<file path="src/rtl/dstby_pkg.sv">
package dstby_pkg;

    typedef enum logic [2:0] {
        ST_RUN  = 3'd0,
        ST_STBY = 3'd1,
        ST_REGW = 3'd2,
        ST_OSCW = 3'd3,
        ST_XRST = 3'd4
    } dstby_state_e;

    // bit 0 pin reset, bit 1 lvd reset, bit 2 lvd irq, bit 3 wake pin
    typedef struct packed {
        logic wake_pin;
        logic lvd_irq;
        logic lvd_rst;
        logic pin_rst;
    } wake_cause_t;

    localparam logic [1:0] CLK_HRC   = 2'b00;
    localparam int         XRST_CYC  = 4;
    localparam int         CAUSE_W   = $bits(wake_cause_t);

    function automatic logic cause_any(input wake_cause_t c);
        return |c;
    endfunction

endpackage

</file>
<file path="src/rtl/dstby_sync2.sv">
module dstby_sync2 #(
    parameter int              W       = 4,
    parameter logic [W-1:0]    RST_VAL = '0
) (
    input  logic         clk,
    input  logic         rst,
    input  logic [W-1:0] d,
    output logic [W-1:0] q
);
    for (genvar i = 0; i < W; i++) begin : g_bit
        logic [1:0] ff;
        always_ff @(posedge clk) begin
            if (rst) ff <= {2{RST_VAL[i]}};
            else     ff <= {ff[0], d[i]};
        end
        assign q[i] = ff[1];
    end
endmodule

</file>
<file path="src/rtl/dstby_timer.sv">
module dstby_timer #(
    parameter int W = 16
) (
    input  logic         clk,
    input  logic         rst,
    input  logic         clr,
    input  logic         en,
    input  logic [W-1:0] limit,
    output logic         done
);
    logic [W-1:0] cnt;
    logic [W:0]   nxt;

    assign nxt  = {1'b0, cnt} + (W+1)'(1);
    assign done = nxt >= {1'b0, limit};

    always_ff @(posedge clk) begin
        if (rst || clr) cnt <= '0;
        else if (en)    cnt <= nxt[W-1:0];
    end
endmodule

</file>
<file path="src/rtl/dstby_cause_reg.sv">
module dstby_cause_reg
    import dstby_pkg::*;
(
    input  logic                 clk,
    input  logic                 rst,
    input  logic                 cap,
    input  wake_cause_t          src,
    input  logic [CAUSE_W-1:0]   clr,
    output wake_cause_t          q
);
    always_ff @(posedge clk) begin
        if (rst) q <= '0;
        else     q <= (q & ~clr) | (cap ? src : '0);
    end

    // a bit only rises on a capture edge
    p_set_on_cap_r9: assert property (@(posedge clk) disable iff (rst)
        (|(q & ~$past(q))) |-> $past(cap));
endmodule

</file>
<file path="src/rtl/dstby_wake_seq.sv">
module dstby_wake_seq
    import dstby_pkg::*;
#(
    parameter int CNT_W = 16
) (
    input  logic             clk,
    input  logic             rst,
    input  logic             standby_req,
    input  logic             rst_pin_n,
    input  logic             lvd_rst,
    input  logic             lvd_irq,
    input  logic             lvd_irq_ret_en,
    input  logic             lvd_irq_en,
    input  logic             wake_pin,
    input  logic             swdt_rst,
    input  logic             hwdt_rst,
    input  logic             csv_rst,
    input  logic             fdet_rst,
    input  logic [CNT_W-1:0] reg_settle_cycles,
    input  logic             hrc_ready,
    input  logic             lrc_ready,
    input  logic [1:0]       clk_mode_req,
    input  logic [3:0]       cause_clr,
    output logic             standby_o,
    output logic             reg_lp_mode,
    output logic             hrc_en,
    output logic             lrc_en,
    output logic             xfer_rst,
    output logic [1:0]       clk_sel,
    output logic             core_rst_req,
    output logic [3:0]       wake_cause
);
    localparam logic [3:0] SYNC_RST = 4'b0001;

    dstby_state_e state, state_nx;
    logic [3:0]   async_in, sync_q;
    wake_cause_t  srcs, cause_q;
    logic         wake_any, cap, set_force, force_hrc;
    logic         regw_done, xrst_done;

    assign async_in = {wake_pin, lvd_irq, lvd_rst, rst_pin_n};

    dstby_sync2 #(.W(4), .RST_VAL(SYNC_RST)) u_sync (
        .clk(clk), .rst(rst), .d(async_in), .q(sync_q)
    );

    always_comb begin
        srcs.pin_rst  = ~sync_q[0];
        srcs.lvd_rst  = sync_q[1];
        srcs.lvd_irq  = sync_q[2] & lvd_irq_ret_en & lvd_irq_en;
        srcs.wake_pin = sync_q[3];
    end
    assign wake_any = cause_any(srcs);

    dstby_timer #(.W(CNT_W)) u_regw (
        .clk(clk), .rst(rst), .clr(state != ST_REGW), .en(state == ST_REGW),
        .limit(reg_settle_cycles), .done(regw_done)
    );

    dstby_timer #(.W(CNT_W)) u_xrst (
        .clk(clk), .rst(rst), .clr(state != ST_XRST), .en(state == ST_XRST),
        .limit(CNT_W'(XRST_CYC)), .done(xrst_done)
    );

    always_comb begin
        state_nx  = state;
        cap       = 1'b0;
        set_force = 1'b0;
        unique case (state)
            ST_RUN:  if (standby_req && !wake_any) state_nx = ST_STBY;
            ST_STBY: if (wake_any) begin
                         state_nx = ST_REGW;
                         cap      = 1'b1;
                     end
            ST_REGW: if (regw_done) state_nx = ST_OSCW;
            ST_OSCW: if (hrc_ready && lrc_ready) begin
                         state_nx  = ST_XRST;
                         set_force = 1'b1;
                     end
            ST_XRST: if (xrst_done) state_nx = ST_RUN;
            default: state_nx = ST_RUN;
        endcase
    end

    always_ff @(posedge clk) begin
        if (rst) begin
            state     <= ST_RUN;
            force_hrc <= 1'b1;
        end else begin
            state <= state_nx;
            if (set_force)
                force_hrc <= 1'b1;
            else if (state == ST_RUN && clk_mode_req == CLK_HRC)
                force_hrc <= 1'b0;
        end
    end

    dstby_cause_reg u_cause (
        .clk(clk), .rst(rst), .cap(cap), .src(srcs), .clr(cause_clr), .q(cause_q)
    );

    assign wake_cause   = cause_q;
    assign standby_o    = (state == ST_STBY) || (state == ST_REGW) || (state == ST_OSCW);
    assign reg_lp_mode  = (state == ST_STBY);
    assign hrc_en       = !((state == ST_STBY) || (state == ST_REGW));
    assign lrc_en       = hrc_en;
    assign xfer_rst     = (state == ST_XRST);
    assign clk_sel      = force_hrc ? CLK_HRC : clk_mode_req;
    assign core_rst_req = (state == ST_RUN) && (swdt_rst || hwdt_rst || csv_rst || fdet_rst);

    // an active wake source leaves standby on the next edge
    p_wake_go_r1: assert property (@(posedge clk) disable iff (rst)
        (state == ST_STBY && wake_any) |=> (state == ST_REGW));
    // without a wake source standby is held
    p_stby_hold_r2: assert property (@(posedge clk) disable iff (rst)
        (state == ST_STBY && !wake_any) |=> (state == ST_STBY));
    // transition reset starts only after both oscillators reported ready
    p_osc_ready_r5: assert property (@(posedge clk) disable iff (rst)
        $rose(xfer_rst) |-> $past(hrc_ready && lrc_ready));
    // the transition reset pulse is four cycles wide
    p_xrst_len_r6: assert property (@(posedge clk) disable iff (rst)
        $fell(xfer_rst) |-> $past(xfer_rst, 4));
    // fast RC is selected once the transition reset ends
    p_force_hrc_r7: assert property (@(posedge clk) disable iff (rst)
        $fell(xfer_rst) |-> (clk_sel == CLK_HRC));
    // an entry request with a pending source is refused
    p_refuse_r8: assert property (@(posedge clk) disable iff (rst)
        (state == ST_RUN && wake_any) |=> (state == ST_RUN));
endmodule

</file>
<file path="config.mk">
export PLATFORM = sky130hd
export DESIGN_NAME = dstby_wake_seq
export DESIGN_NICKNAME = d
export VERILOG_FILES = /design/src/rtl/dstby_pkg.sv /design/src/rtl/dstby_sync2.sv /design/src/rtl/dstby_timer.sv /design/src/rtl/dstby_cause_reg.sv /design/src/rtl/dstby_wake_seq.sv
export SDC_FILE = /design/constraint.sdc
export NUM_CORES = 1
export LEC_CHECK = 0
export BUFFER_PORTS_ARGS = -buffer_cell sky130_fd_sc_hd__buf_2
export CAP_MARGIN = 20
export CORE_MARGIN = 1.5
export CORE_UTILIZATION = 53
export DETAILED_ROUTE_END_ITERATION = 10
export GPL_TIMING_DRIVEN = 0
export PLACE_DENSITY_LB_ADDON = 0.15
export SLEW_MARGIN = 20
export SYNTH_ARGS = -nofsm -noshare
export SYNTH_HDL_FRONTEND = slang
export SYNTH_HIERARCHICAL = 1
export SYNTH_SLANG_ARGS = --single-unit
</file>
<file path="constraint.sdc">
create_clock -name clk -period 3.1 [get_ports clk]
set_input_delay 0.62 -clock clk [delete_from_list [all_inputs] [get_ports clk]]
set_output_delay 0.62 -clock clk [all_outputs]
set_load 0.005 [all_outputs]
</file>
Word-level counts from Yosys, hierarchy flattened
Index checks and enable logic that the tools add are counted.

Flip-flop bits (word level): 48. Input bits: 37. Output and inout port bits: 12. Word-level logic and storage cells: 63.

Add/sub/neg operators: 2. Magnitude comparators: 2. Equal/unequal tests: 11. Mux-type cells: 12. Bitwise gates (word level): 6. Reduce and logical (&&, ||, !) cells: 18.

Operators with widths (number): 16-bit by 1-bit adder with 17-bit output, second input constant (2); 17-bit by 16-bit >= comparator with 1-bit output (1); 17-bit by 3-bit >= comparator with 1-bit output, second input constant (1); 3-bit two-way mux (5); 3-bit case mux with 5 select lines (1); 1-bit logical OR (7); 3-bit by 2-bit equality test with 1-bit output, second input constant (2); 2-bit != test, second input constant (3); 5-bit AND reduction (1); 4-bit bitwise AND (1); 1-bit logical AND (4); 1-bit two-way mux (4); 4-bit two-way mux (1); 2-bit by 1-bit != test with 1-bit output, second input constant (2); 4-bit NOT (1); 4-bit bitwise OR (1); 4-bit OR reduction (1); 3-bit by 1-bit equality test with 1-bit output, second input constant (1); 3-bit equality test, second input constant (1); 3-bit logical NOT (1); 3-bit by 2-bit != test with 1-bit output, second input constant (1); 3-bit != test, second input constant (1); 1-bit bitwise AND (2); 1-bit logical NOT (2); other kinds (4) (4).

Longest topological paths before layout
Gate-level depths: netlist of run 1.

Depth in word-level cells: 7. Gate-level depth with buffers: 15. Gate-level depth less buffers: 14.

Cells and area by module
Netlist of run 1, hierarchy kept.

By module, submodules not included: dstby_timer (u_xrst) (times used 1, cells each 180, area an instance 1412.6 um^2, seq. area each 320.3 um^2); dstby_timer (u_regw) (times used 1, cells each 171, area an instance 1363.8 um^2, seq. area each 320.3 um^2); dstby_wake_seq (times used 1, cells each 46, area an instance 349.1 um^2, seq. area each 80.1 um^2); dstby_sync2 (times used 1, cells each 20, area an instance 240.2 um^2, seq. area each 160.2 um^2); dstby_cause_reg (times used 1, cells each 16, area an instance 140.1 um^2, seq. area each 80.1 um^2).

Least setup slack after synthesis of run 1
OpenSTA, ideal clock, no wires.

Kind: reg2reg. Start point: register u_regw.cnt[0]. End point: register state[0]. Library setup time: 0.121 ns. Arrival: 3.001 ns. Required time: 2.979 ns. Path slack: -0.022 ns. Cell stages (with the launch flop): 15. Path buffers: 0. Period minus slack after synthesis: 3.122 ns. Path through: dfxtp_1 ha_1 nand3_1 nor3_4 nand2_1 xnor2_1 ha_1 nand4_1 o41ai_1 nand2_1 o211ai_1 nor3b_1 o21bai_1 and4_4 mux2_2.

Cells in the longest elaborated chain, start to end: 4.

RTL lines: start, declared (line dstby_timer.sv:11) `logic [W-1:0] cnt;`; start signal, assigned (line dstby_timer.sv:19) `else if (en) cnt <= nxt[W-1:0];`; 16-bit by 1-bit adder with 17-bit output (line dstby_timer.sv:14) `assign nxt = {1'b0, cnt} + (W+1)'(1);`; named net u_regw.nxt[12] (line dstby_timer.sv:12) `logic [W:0] nxt;`; 17-bit by 16-bit >= comparator with 1-bit output (line dstby_timer.sv:15) `assign done = nxt >= {1'b0, limit};`; named net regw_done (line dstby_wake_seq.sv:39) `logic regw_done, xrst_done;`; 2-bit != test (no source line); 5-bit AND reduction (no source line); end signal, assigned (line dstby_wake_seq.sv:90) `state <= state_nx;`; end, declared (line dstby_wake_seq.sv:35) `dstby_state_e state, state_nx;`.

The timed path passes the listed nets, and every way through them passes these cells. A chain may end at the register's enable or synchronous reset.

Worst setup path after layout of run 1
Start point: register u_regw.cnt[1]. End point: register state[0].

Same word-level chain as after synthesis.

==> key figures, run 1 <==
Critical path
  • Max incr delay on CP: approximately 380 ps
  • Worst Setup End Kind: flop
  • Critical Setup Path Class: reg -> reg
  • Worst-path fanout max: 4
  • Worst setup path start: u_regw/cnt[1]$_SDFFE_PP0P_
  • Crit path max-delay family: simple AND/OR/NAND/NOR gates
  • Crit path depth: 15
  • Worst setup endpoint: state[0]$_SDFFE_PP0P_
  • Worst r2r dst: state[0]$_SDFFE_PP0P_
  • Start of the worst register-to-register path: u_regw/cnt[1]$_SDFFE_PP0P_
  • R2R depth: 15
  • Setup crit start kind: flop
  • Buf/Inv on CP: 1
  • CP Cell Sequence: ha_4, nand3_4, nor3_4, buf_4, nand2_2, xnor2_1, ha_1, nand3_2, o41ai_4, nand2_1, o211ai_1, nor3b_1, o21bai_1, and4_4, mux2_4
  • Reg2Reg Setup Slack: -40 ps
  • CP max stage cell: dfxtp_4
  • CP required: between 3000 and 4000 ps
  • CP arrival: 3330 ps

Clock network
  • CTS Buf Count: 5
  • Clock Tree Root: clkbuf_8
  • CTS tree: yes
  • Clk_lat worst skew: 300 ps
  • CTS sink cnt: 48
  • Clk slew on worst S/H paths: ~90 ps
  • H-tree level count: 2
  • Max Buffers Root-to-Sink: 2

Logic synthesis
  • Yosys reg bits: between 40 and 50
  • Ys async rst share: 0%
  • Synth Flop Type: dfxtp_1
  • Seq/Total Area, Yosys: between 20% and 30%
  • Yosys cell types: 61
  • Synth Instances: 433
  • Post-synth EDFFs: 0
  • Yosys warning total: 6
  • Post-Synthesis Cell Area: around 0.0035 mm^2
  • Synthesized area per cell: between 8 and 9 um^2

GRT
  • GR Overflow Total: 0
  • Initial antenna violation count: 0
  • First-pass GRT wire length: roughly 13,000 um
  • Vias in the first global route: between 2,000 and 3,000
  • Largest net degree at the start of global routing: 21
  • Overall routing resource usage: 21.4%

Floorplanning
  • Die ar.: ~0.0071 mm^2
  • Row cnt: 29
  • Core Box Area: 0.00639 mm^2
  • IO Pins: about 50
  • Width of the die: about 84 um
  • Initial core utilization: 54.9%
  • Chip height: about 84 um

Detailed routing
  • Wire per inst: approximately 12 um
  • Vias: 3,105
  • Vias/cell: between 5 and 6
  • Drt initial violations: between 70 and 80
  • DRC violations left: 0
  • Post-Route WL: around 7300 um
  • DRT Pass-1 Iters: 4
  • Antenna-violating nets left: 0

Status
  • Run status: finished, violations left
  • Failing checks: negative setup slack

Timing
  • Crit path time final: 3140 ps
  • Max frequency: between 300 and 400 MHz
  • Final slew viol count: 0
  • Setup Viol. Count Final: 2
  • Count of final hold-check violations: 0
  • TNS Setup: -59.2 ps
  • Setup repair after global routing missed its margin: true
  • Final clock skew: between 9 and 10 ps
  • Tcrit/Tclk final: 101%
  • Final setup margin: -36.7 ps

Finish
  • Final Net Count: between 500 and 600
  • Layout cells sized above 1: 28.4%
  • Most common cell after layout, fill and taps aside: buf_2
  • Ant diodes: 0
  • Area growth, synth to finish: 22.8%
  • Most frequent cells in the layout: buf_2 (50), nor2_1 (47), inv_1 (43)
  • Finished Cell Area: roughly 0.0043 mm^2

Place
  • Pre-CTS setup slack: -436 ps
  • Hpwl dp: 5310 um
  • DP Area: approximately 0.0039 mm^2
  • IO Port Bufs: between 40 and 50
  • RePlAce Congestion: about 0.86

Power and ir drop
  • Power density over the cells: about 380 mW/mm^2
  • Leak Pwr: 1.96 nW
  • Peak VDD IR: roughly 340 uV

Flow run
  • Max-Cap Viols: 0

Worst hold path
  • Tightest Hold Check Type: reg -> reg
[state kept, by name (all words and copies together), names as in the netlist]
name / count
u_cause/q: 4
force_hrc: 1
u_regw/cnt: 16
u_sync/g_bit.ff: 8
u_xrst/cnt: 16
state: 3
[final cells by class]
class	count	area (um^2)
multi-input combinational	333	2380
fill	545	2080
sequential	48	988
timing repair buffer	70	409
buffer	21	178
inverter	43	161
tap	77	96.3
clock buffer	6	82.6
clock inverter	1	8.76
[worst register-to-register path, cell delays in order, from the launching register on]
cell and delay, ps:
dfxtp_4 380, ha_4 170, nand3_4 100, nor3_4 210, buf_4 150, nand2_2 50
xnor2_1 140, ha_1 330, nand3_2 110, o41ai_4 350, nand2_1 90, o211ai_1 110
nor3b_1 80, o21bai_1 200, and4_4 290, mux2_4 300
[per-layer routing]
metal  share of wire (%)  GRT usage [%]  vias to the layer above
li1                    -              -                     1641
met4                 2.1           7.33                        0
met5                   0              0                        -
met2                  51           39.3                       37
met1                  45           25.5                     1414
met3                 1.9           2.85                       13
[kinds of logic (layout without fill, tap and decap cells)]
group,after synthesis,count (layout),share of synthesized area (%)
adder cells (fa/ha/maj),34,34,12.1
XOR/XNOR,48,48,12.0
flip-flops,48,48,27.4
AND/OR/NAND/NOR,173,173,26.7
AO/OA/AOI/OAI,59,59,10.7
multiplexers,3,3,0.892
buffers and inverters,66,141,9.99
other,2,16,0.214
[synth_stat cells, types with 5 or more instances]
master    number  area (um^2)
inv_1         43          161
ha_1          34          425
nand2_1       28          105
or3_1          6         37.5
buf_4          7         52.6
nor2b_1        9         56.3
nand3_1       18         90.1
nand2b_1       6         37.5
nor2_1        49          184
xnor2_1       23          201
nor3_1         6         30.0
clkbuf_1       5         18.8
a21oi_1       22          110
xor2_1        25          219
dfxtp_1       48          961
o21ai_0       11         55.1
nand4_1       18          113
[timing repair]
item	CTS	global route
pin swaps	16	25
setup endpoints to repair	4	4
setup buffers	12	10
resized for setup	31	18
hold buffers	0	0
[report_power, final]
group / internal (mW) / switching (mW)
clock network: 0.178 / 0.200
registers: 0.643 / 0.0319
logic: 0.290 / 0.303
total: 1.11 / 0.535
[per-stage QoR]
step           hold WS (ps)  cells  total power [mW]  utilization, %
3_3_place_gp            390    572              1.25            61.1
3_5_place_dp            388    572              1.25            61.1
6_report                408    599              1.65            67.4
5_1_grt                 424    599              1.77            67.4
2_1_floorplan           383    447              1.08               -
4_1_cts                 409    590              1.65            65.4
[how the worst min path moves through the flow]
stage,end,startpoint,slack [ps],cells after the start
floorplan,u_sync/g_bit[0].ff[1]$_SDFF_PP1_,u_sync/g_bit[0].ff[0]$_SDFF_PP1_,380,1
global placement,u_sync/g_bit[0].ff[1]$_SDFF_PP1_,u_sync/g_bit[0].ff[0]$_SDFF_PP1_,390,1
detailed placement,u_sync/g_bit[0].ff[1]$_SDFF_PP1_,u_sync/g_bit[0].ff[0]$_SDFF_PP1_,390,1
CTS,u_sync/g_bit[0].ff[1]$_SDFF_PP1_,u_sync/g_bit[0].ff[0]$_SDFF_PP1_,410,1
global route,u_sync/g_bit[0].ff[1]$_SDFF_PP1_,u_sync/g_bit[0].ff[0]$_SDFF_PP1_,420,1
finish,u_sync/g_bit[0].ff[1]$_SDFF_PP1_,u_sync/g_bit[0].ff[0]$_SDFF_PP1_,410,1
Note: power is estimated with default switching activity, not from simulation.
==> run 2: changes to the inputs <==
- BUFFER_PORTS_ARGS: -buffer_cell sky130_fd_sc_hd__buf_2 -> -buffer_cell sky130_fd_sc_hd__clkbuf_2
==> key figures, run 2 (same netlist as run 1, synthesis figures left out) <==
Timing
  • Final slew viol count: 0
  • Setup Viol. Count Final: 3
  • TNS Setup: -73.0 ps
  • Tcrit/Tclk final: 102%
  • Max frequency: around 320 MHz
  • Final clock skew: 6.82 ps
  • Setup repair after global routing missed its margin: true
  • Crit path time final: 3150 ps
  • Final setup margin: -48.7 ps
  • Count of final hold-check violations: 0

Detailed routing
  • DRC violations left: 0
  • Antenna-violating nets left: 0
  • DRT Pass-1 Iters: 4
  • Drt initial violations: between 80 and 90
  • Vias/cell: a little over 5
  • Post-Route WL: between 7000 and 8000 um
  • Vias: between 3,000 and 4,000
  • Wire per inst: ~12 um

GRT
  • Initial antenna violation count: 0
  • First-pass GRT wire length: around 13,000 um
  • Busiest grt layer: met2
  • Grt met1 use: about a quarter
  • GRT met3 Usage: roughly 3.3%
  • Overall routing resource usage: 21.5%
  • Vias in the first global route: slightly above 3,000
  • GRT met2 Usage: between 40% and 50%
  • GR Overflow Total: 0
  • Largest net degree at the start of global routing: 21

Critical path
  • Critical Setup Path Class: reg -> reg
  • Setup crit start kind: flop
  • Buf/Inv on CP: 3
  • Reg2Reg Setup Slack: -50 ps
  • CP max stage cell: dfxtp_4
  • CP required: about 3300 ps
  • Worst Setup End Kind: flop
  • Start of the worst register-to-register path: u_regw/cnt[1]$_SDFFE_PP0P_
  • CP Cell Sequence: buf_4, and4_1, buf_6, nand2_1, xnor2_1, ha_1, nand4_1, buf_4, o41ai_4, nand2_1, o211ai_1, nor3b_1, o21bai_1, and4_4, mux2_4
  • Worst setup path start: u_regw/cnt[1]$_SDFFE_PP0P_
  • Crit path max-delay family: simple AND/OR/NAND/NOR gates
  • Max incr delay on CP: 380 ps
  • Worst-path fanout max: 8
  • CP arrival: 3350 ps
  • Worst r2r dst: state[0]$_SDFFE_PP0P_
  • R2R depth: 15
  • Crit path depth: 15
  • Worst setup endpoint: state[0]$_SDFFE_PP0P_

Place
  • RePlAce Congestion: about 0.88
  • IO Port Bufs: 48
  • DP Area: approximately 0.0039 mm^2
  • Pre-CTS setup slack: -478 ps
  • Placed insts: about 570
  • Hpwl dp: 5330 um

Finish
  • Fin cells: 605
  • Layout cells sized above 1: 29.0%
  • Most frequent cells in the layout: nor2_1 (48), clkbuf_2 (48), inv_1 (43)
  • Fill count: 560
  • Finished Cell Area: approximately 0.0043 mm^2
  • Final Net Count: ~600
  • Area growth, synth to finish: 24.0%
  • Biggest regs: u_regw/cnt x16, u_xrst/cnt x16, u_sync/g_bit.ff x8
  • Ant diodes: 0
  • Area taken by multi-input logic gates: roughly 0.0024 mm^2
  • Register Area: roughly 990 um^2

Clock network
  • CTS Buf Count: 5
  • CTS sink cnt: 48
  • H-tree level count: 2
  • Clk_lat worst skew: 300 ps
  • Clock Tree Root: clkbuf_8
  • Cts hold-fix bufs: 0
  • Max Buffers Root-to-Sink: 2
  • CTS tree: yes
  • Clk slew on worst S/H paths: roughly 90 ps

Status
  • Run status: finished, violations left
  • Failing checks: negative setup slack

Power and ir drop
  • Register share of total power: ~40%
  • Clock Power Share: a little under a quarter
  • Peak VDD IR: approximately 360 uV
  • Leak Pwr: ~2 nW
  • Internal: between 1 and 1.5 mW
  • Sw frac: roughly 33%
  • Part of the power in combinational logic: between 30 and 40%
  • Sw Pwr: 559 uW
  • Power density over the cells: between 300 and 400 mW/mm^2

Floorplanning
  • Die ar.: 0.00711 mm^2
  • Core Box Area: 0.00639 mm^2
  • Row cnt: 29
  • Width of the die: between 80 and 90 um
  • Initial core utilization: a little over half
  • Chip height: approximately 84 um
  • IO Pins: 49

Worst hold path
  • Tightest Hold Check Type: reg -> reg

Flow run
  • Max-Cap Viols: 0
-- run 2: what timing repair did --
item	CTS	global route
setup endpoints to repair	4	4
gates resized for setup	31	21
buffers inserted	13	15
pin swaps	18	30
-- run 2: cell type report --
class | count | area share, %
clock buffer | 7 | 1.99
clock inverter | 1 | 0.173
multi-input combinational | 333 | 54.6
timing repair buffer | 75 | 10.2
tap | 77 | 2.22
buffer | 21 | 4.23
sequential | 48 | 22.9
inverter | 43 | 3.71
-- run 2: power groups by stage --
| stage | clock, mW | sequential, mW | combinational [mW] |
|---|---|---|---|
| 5_1_grt | 0.428 | 0.680 | 0.703 |
| 2_1_floorplan | 0 | 0.684 | 0.399 |
| 4_1_cts | 0.398 | 0.674 | 0.616 |
| 3_3_place_gp | 0 | 0.689 | 0.558 |
| 6_report | 0.386 | 0.673 | 0.636 |
| 3_5_place_dp | 0 | 0.689 | 0.560 |
-- run 2: metrics by stage --
stage | total power [mW] | util (%) | hold slack, ps
floorplan | 1.08 | - | 383
global placement | 1.25 | 61.1 | 389
detailed placement | 1.25 | 61.1 | 389
CTS | 1.69 | 65.4 | 409
global route | 1.81 | 68.1 | 424
finish | 1.69 | 68.1 | 408
-- run 2: how the worst min path moves through the flow --
stage	startpoint	to	slack, ps	depth (start not counted)
after global routing	u_sync/g_bit[0].ff[0]$_SDFF_PP1_	u_sync/g_bit[0].ff[1]$_SDFF_PP1_	420	1
after CTS	u_sync/g_bit[0].ff[0]$_SDFF_PP1_	u_sync/g_bit[0].ff[1]$_SDFF_PP1_	410	1
after global placement	u_sync/g_bit[0].ff[0]$_SDFF_PP1_	u_sync/g_bit[0].ff[1]$_SDFF_PP1_	390	1
after detailed placement	u_sync/g_bit[0].ff[0]$_SDFF_PP1_	u_sync/g_bit[0].ff[1]$_SDFF_PP1_	390	1
after floorplan	u_sync/g_bit[0].ff[0]$_SDFF_PP1_	u_sync/g_bit[0].ff[1]$_SDFF_PP1_	380	1
final	u_sync/g_bit[0].ff[0]$_SDFF_PP1_	u_sync/g_bit[0].ff[1]$_SDFF_PP1_	410	1
-- run 2: metal layers --
layer	up-vias	wire, um	part of all wire, %
li1	1641	-	-
met1	1434	3280	44
met2	41	3850	52
met3	6	180	2.4
met4	0	68	0.92
met5	-	0	0
